**src/rtl/pin_irq_detect.sv**
```systemverilog
module pin_irq_detect #(
  parameter int NPINS     = 32,
  parameter int AW        = 8,
  parameter int DW        = 32,
  parameter int MODE_LSB  = 16,
  parameter logic [7:0] STAT_ADDR = 8'hA0
) (
  input  logic             clk,
  input  logic             rst_n,
  input  logic             wr_en,
  input  logic [AW-1:0]    addr,
  input  logic [DW-1:0]    wdata,
  output logic [DW-1:0]    rdata,
  input  logic [NPINS-1:0] pins,
  output logic             irq
);
  localparam int IDX_W = (NPINS > 1) ? $clog2(NPINS) : 1;
  localparam logic [3:0] M_LOW  = 4'h8;
  localparam logic [3:0] M_RISE = 4'h9;
  localparam logic [3:0] M_FALL = 4'hA;
  localparam logic [3:0] M_ANY  = 4'hB;
  localparam logic [3:0] M_HIGH = 4'hC;

  logic [NPINS-1:0][3:0] mode_q;
  logic [NPINS-1:0]      prev_q, flag_q, hit;
  logic                  irq_q;

  wire             stat_sel = (addr == AW'(STAT_ADDR));
  wire             ctrl_sel = (addr[1:0] == 2'b00) && (int'(addr[AW-1:2]) < NPINS);
  wire [IDX_W-1:0] idx      = IDX_W'(addr[AW-1:2]);
  wire [NPINS-1:0] clr      = (wr_en && stat_sel) ? wdata[NPINS-1:0] : '0;

  for (genvar i = 0; i < NPINS; i++) begin : g_pin
    always_comb begin
      case (mode_q[i])
        M_LOW:   hit[i] = ~pins[i];
        M_RISE:  hit[i] = pins[i] & ~prev_q[i];
        M_FALL:  hit[i] = ~pins[i] & prev_q[i];
        M_ANY:   hit[i] = pins[i] ^ prev_q[i];
        M_HIGH:  hit[i] = pins[i];
        default: hit[i] = 1'b0;
      endcase
    end

    always_ff @(posedge clk) begin
      if (!rst_n)
        mode_q[i] <= '0;
      else if (wr_en && ctrl_sel && idx == IDX_W'(i))
        mode_q[i] <= wdata[MODE_LSB +: 4];
    end
  end

  always_ff @(posedge clk) begin
    if (!rst_n) begin
      prev_q <= '0;
      flag_q <= '0;
      irq_q  <= 1'b0;
    end else begin
      prev_q <= pins;
      flag_q <= (flag_q & ~clr) | hit;
      irq_q  <= |flag_q;
    end
  end

  always_comb begin
    rdata = '0;
    if (stat_sel)
      rdata[NPINS-1:0] = flag_q;
    else if (ctrl_sel)
      rdata[MODE_LSB +: 4] = mode_q[idx];
  end

  assign irq = irq_q;
endmodule

```
**config.mk**
```make
export PLATFORM = sky130hd
export DESIGN_NAME = pin_irq_detect
export DESIGN_NICKNAME = d
export VERILOG_FILES = /design/src/rtl/pin_irq_detect.sv
export SDC_FILE = /design/constraint.sdc
export NUM_CORES = 1
export LEC_CHECK = 0
export ABC_AREA = 1
export ABC_CLOCK_PERIOD_IN_PS = 2150
export BUFFER_PORTS_ARGS = -buffer_cell sky130_fd_sc_hd__buf_2
export CORE_UTILIZATION = 54
export DETAILED_ROUTE_END_ITERATION = 16
export PLACE_DENSITY = 0.77
export SLEW_MARGIN = 0
export SYNTH_ARGS = -nofsm -noshare
export SYNTH_HDL_FRONTEND = slang
export SYNTH_SLANG_ARGS = --single-unit
```
**constraint.sdc**
```tcl
create_clock -name clk -period 2.15 [get_ports clk]
set_clock_uncertainty 0.2 [all_clocks]
set_input_delay 0.5375 -clock clk [delete_from_list [all_inputs] [get_ports clk]]
set_output_delay 0.5375 -clock clk [all_outputs]
set_load 0.1 [all_outputs]
```
**After elaboration in Yosys (flattened, before gate mapping)**

Index checks and enable logic that the tools add are counted.

- Register bits after elaboration: 193
- Input bits: 75
- Logic and storage cells: 469

- Magnitude comparators: 2
- Equality and inequality tests: 192
- Multiplexer cells: 39
- Bitwise logic cells: 163
- Reduce and logical (&&, ||, !) cells: 38

Operators by type and width:

| operator | number |
|---|---|
| 4-bit equality test, second input constant | 160 |
| 1-bit one-hot mux with 5 select lines | 32 |
| 5-bit equality test, second input constant | 16 |
| 1-bit AND | 64 |
| 1-bit NOT | 64 |
| 5-bit by 4-bit equality test with 1-bit output, second input constant | 8 |
| 1-bit logical AND | 35 |
| 32-bit AND | 1 |
| 32-bit two-way mux | 1 |
| 32-bit NOT | 1 |
| 32-bit bitwise OR | 1 |
| 32-bit OR reduction | 1 |
| 1-bit bitwise XOR | 32 |
| 4-bit binary-select mux with 5-bit select | 1 |
| 5-bit by 3-bit equality test with 1-bit output, second input constant | 4 |
| 16-bit two-way mux | 1 |
| 12-bit two-way mux | 1 |
| 4-bit two-way mux | 3 |
| 5-bit by 2-bit equality test with 1-bit output, second input constant | 2 |
| 8-bit equality test, second input constant | 1 |
| 5-bit by 6-bit < comparator with 1-bit output, second input constant | 1 |
| 6-bit < comparator, second input constant | 1 |
| 5-bit by 1-bit equality test with 1-bit output, second input constant | 1 |
| 5-bit zero test | 1 |
| 2-bit zero test | 1 |

**Logic depth before layout (Yosys ltp)**

- Depth after elaboration: 6
- Depth in mapped cells: 14

**Least setup slack after synthesis**

No wires, ideal clock.

- Path kind: input to output
- Start point: input addr[3]
- End point: output rdata[0]
- Data arrival time: 2.701 ns
- Data required time: 1.412 ns
- Setup slack: -1.289 ns
- Stages: 7
- Buffers on the path: 2
- Path through: buf_4 -> nor2_4 -> nand2_4 -> nor2_8 -> inv_2 -> buf_2 -> nor2_1

- Longest elaborated chain between the ends: 2

Ends and longest elaborated chain:

| what | RTL line | text |
|---|---|---|
| start: declaration | 11 | `input logic [AW-1:0] addr,` |
| 8-bit equality test | 28 | `wire stat_sel = (addr == AW'(STAT_ADDR));` |
| 16-bit two-way mux | 67 | `if (stat_sel)` |
| end: declaration | 13 | `output logic [DW-1:0] rdata,` |

Every way passes these cells.

**Final worst setup path**

- Start point: input addr[2]
- End point: output rdata[19]

- Longest elaborated chain between the ends: 4
- Elaborated cells between the ends (all ways): 7
- Classes of those cells: order compare (1); eq/ne (1); mux (4); reduce/logical (1)

Ends and longest elaborated chain:

| what | RTL line | text |
|---|---|---|
| 4-bit binary-select mux with 5-bit select or 6-bit < comparator (tied branches) | 70, 29 |  |
| 4-bit two-way mux (not written as such) or 1-bit logical AND (tied branches) | 70, 29 |  |
| 4-bit two-way mux | 69 | `else if (ctrl_sel)` |
| 4-bit two-way mux * | 67 |  |

Every way passes the cells marked *; elsewhere a longest branch is shown, timed or not. The select of a mux whose other input is x is not followed.

==> impl_metrics.ini <==
[worst_setup_path]
critPathTopFamily = buffers and inverters
worstSetupPathType = in2out
cp_slowest_cell = nor2_4
worstSetupEndpointType = output port
setup.worst_path.start_class = input pin
slowest_delay_ns = 0.17
worst-path-buf-inv = 6
crit_fanout = 7
crit_chain = buf_12, buf_12, nor2_4, buf_12, nand2_4, nor2_8, buf_4, buf_12, nand2_1, nand2_4, buf_12
required_ns = 1.41
worst_path_most_repeated_cell = buf_12
crit_arrival_ns = 1.91

[placement]
hpwl_um = 24100
post_dp_cell_area_mm2 = 0.0132
gp_congestion = 1.01
port_buffers = 107
pre_cts_ws_ns = -0.637

[drt]
drc = 0
ant_nets = 0
vias = 11200
wirelength_um = 32200
drtIter0Drc = 854
post_drt_wl_per_cell_um = 15.4
first_pass_iters = 7
post_drt_via_cell_ratio = 5.39

[timing]
setup_violations = 32
rsz0062_at_grt = true
final-max-slew-violation-count = 0
fin_ws_ns = -0.502
worst_slew_pin_slew_ns = 0.484
relSlewSlack = 0.680
period_needed_ns = 2.65
max_freq_mhz = 377
hold_viol_final = 0
finalCritPeriodShare = 1.23

[clocking]
cts_buffers = 17
clock_path_buffers = 2
clkSinkCount = 193
insertion_delay_ns = 0.43
cts_tree = yes
clkTransAtPathRegs_ns = 0.07
ctsHoldBuffers = 0
htreeDepth = 4
clock-root-buffer = clkbuf_16

[logic_synthesis]
synthXorXnorAreaFrac = 0
yosys_warnings = 0
synth-adder-area-share = 0.0709
netlist_instances = 1665
yosys.area_share.simple = 0.291
synth-seq-area-share = 0.342
synth_cell_types = 26
synth_top_family_by_area = simple AND/OR/NAND/NOR gates
synth_compound_area_frac = 0.180
ys_ff_latch = 193
avgSynthCellArea_um2 = 6.78
syn_nets = 1804
syn_area_mm2 = 0.0113
synthMuxAreaShare = 0

[power]
power_density_mw_per_mm2 = 539
leakagePower_uw = 0.00626
power.total_uw = 7550
peakVddDrop_mv = 0.620

[die]
die_y_um = 147
die_area_mm2 = 0.0215
initial_core_util = 0.554
core-area_mm2 = 0.0204
die_width_um = 147
pin_count = 108
num_rows = 52

[global_route]
overflow = 0
grt_pass1_vias = 10300
antenna_found_initial = 0
grt_usage = 0.303
grt_pass1_wl_um = 51900
grt_max_degree = 74

[layout]
drive_above_1_share = 0.182
area_growth_pct = 24.2
antenna_cells = 0
fin_nets = 1944
fin_util = 0.688
fin_area_mm2 = 0.0140

[min_path]
hp-class = in2reg

[flow_run]
cap_violations = 0

[outcome]
violations = negative setup slack
status = finished with violations
[cell families (layout without fill, tap and decap cells)]
kind of cell / after synthesis / in the layout
flops: 193 / 193
buf+inv: 315 / 467
simple gates: 717 / 717
fa+ha+maj: 64 / 64
compound gates: 376 / 376
[Yosys cell counts (all sizes together)]
| library cell | n | share of area |
|---|---|---|
| o21ai | 174 | 0.077 |
| dfxtp | 193 | 0.34 |
| buf | 34 | 0.021 |
| a21oi | 140 | 0.062 |
| nand2 | 446 | 0.15 |
| inv | 249 | 0.083 |
| ha | 64 | 0.071 |
| nor4 | 3 | 0.0017 |
| nand4 | 35 | 0.019 |
| nor2 | 156 | 0.084 |
| clkbuf | 32 | 0.011 |
| nand3 | 44 | 0.020 |
| o211ai | 62 | 0.041 |
| nor3 | 33 | 0.015 |
[path summary, 6_finish.rpt]
kind                              start               endpoint  slack, ns  cells past startpoint
setup reg to reg  prev_q[10]$_SDFF_PN0_  flag_q[10]$_SDFF_PN0_       0.41                      8
hold reg to reg   flag_q[15]$_SDFF_PN0_  flag_q[15]$_SDFF_PN0_       0.26                      2
hold / removal                 pins[29]  prev_q[29]$_SDFF_PN0_       0.13                      3
setup / recovery                addr[2]              rdata[19]      -0.50                     11
[what timing repair did]
action,in CTS,in global routing
gates cloned,2,2
endpoints found under the setup margin,32,32
resized for setup,13,16
buffers inserted,4,3
pin swaps,1,18
[cell type report]
cell class | instances | area, um2
repair inverters | 3 | 30.0
multi-input cells | 1157 | 6400
flip-flops and latches | 193 | 3860
repair buffers | 184 | 1840
clock inverters | 14 | 150
fillers | 1696 | 6350
clock buffers | 17 | 425
inverters | 249 | 962
well taps | 270 | 338
[through the flow]
step / cells / hold WS (ns) / setup TNS [ns]
floorplan: 1665 / 0.244 / -13.80
global placement: 2045 / 0.253 / -21.06
detailed placement: 2045 / 0.254 / -22.75
CTS: 2082 / 0.117 / -13.12
global route: 2087 / 0.144 / -14.94
finish: 2087 / 0.127 / -13.67
[cell usage in the layout, fill, tap and decap left out, types with 2 or more instances in the layout]
cell	Yosys	routed
inv_8	0	2
inv_6	0	5
nor3_1	33	33
nand2_1	438	431
nand3_2	0	3
ha_1	64	64
clkinvlp_4	0	3
clkinv_4	0	3
buf_2	12	72
o21ai_1	41	42
buf_6	11	3
o211ai_1	62	62
nor2_8	6	6
nand2_2	4	6
inv_2	17	15
a21oi_1	140	140
nand3_1	44	41
nand4_1	35	35
nand2_4	4	9
buf_12	0	49
nor2_2	4	4
buf_4	4	59
nor2_4	34	63
nor2_1	112	83
inv_1	230	229
o21ai_0	133	131
clkbuf_16	0	18
nor4_1	3	3
inv_4	2	3
dfxtp_1	193	193
[power breakdown]
| part | internal (uW) | switching (uW) | total [uW] |
|---|---|---|---|
| clock network | 1630 | 1510 | 3140 |
| logic | 288 | 491 | 780 |
| registers | 3610 | 23.4 | 3630 |
[state kept, by name (all words and copies together), names as in the netlist]
signal  flops
flag_q     32
prev_q     32
irq         1
mode_q    128
[worst min-delay path: stages]
cell	delay (ns)
buf_2	0.11
nand2_1	0.05
inv_1	0.04
[metal layers]
layer,GRT usage,up-vias,wire [um]
met5,0,-,0
met2,0.500,421,14900
met4,0.108,0,828
met3,0.0519,47,2000
li1,-,5642,-
met1,0.398,5136,14500
No activity file was read; power rests on OpenSTA's default activity.
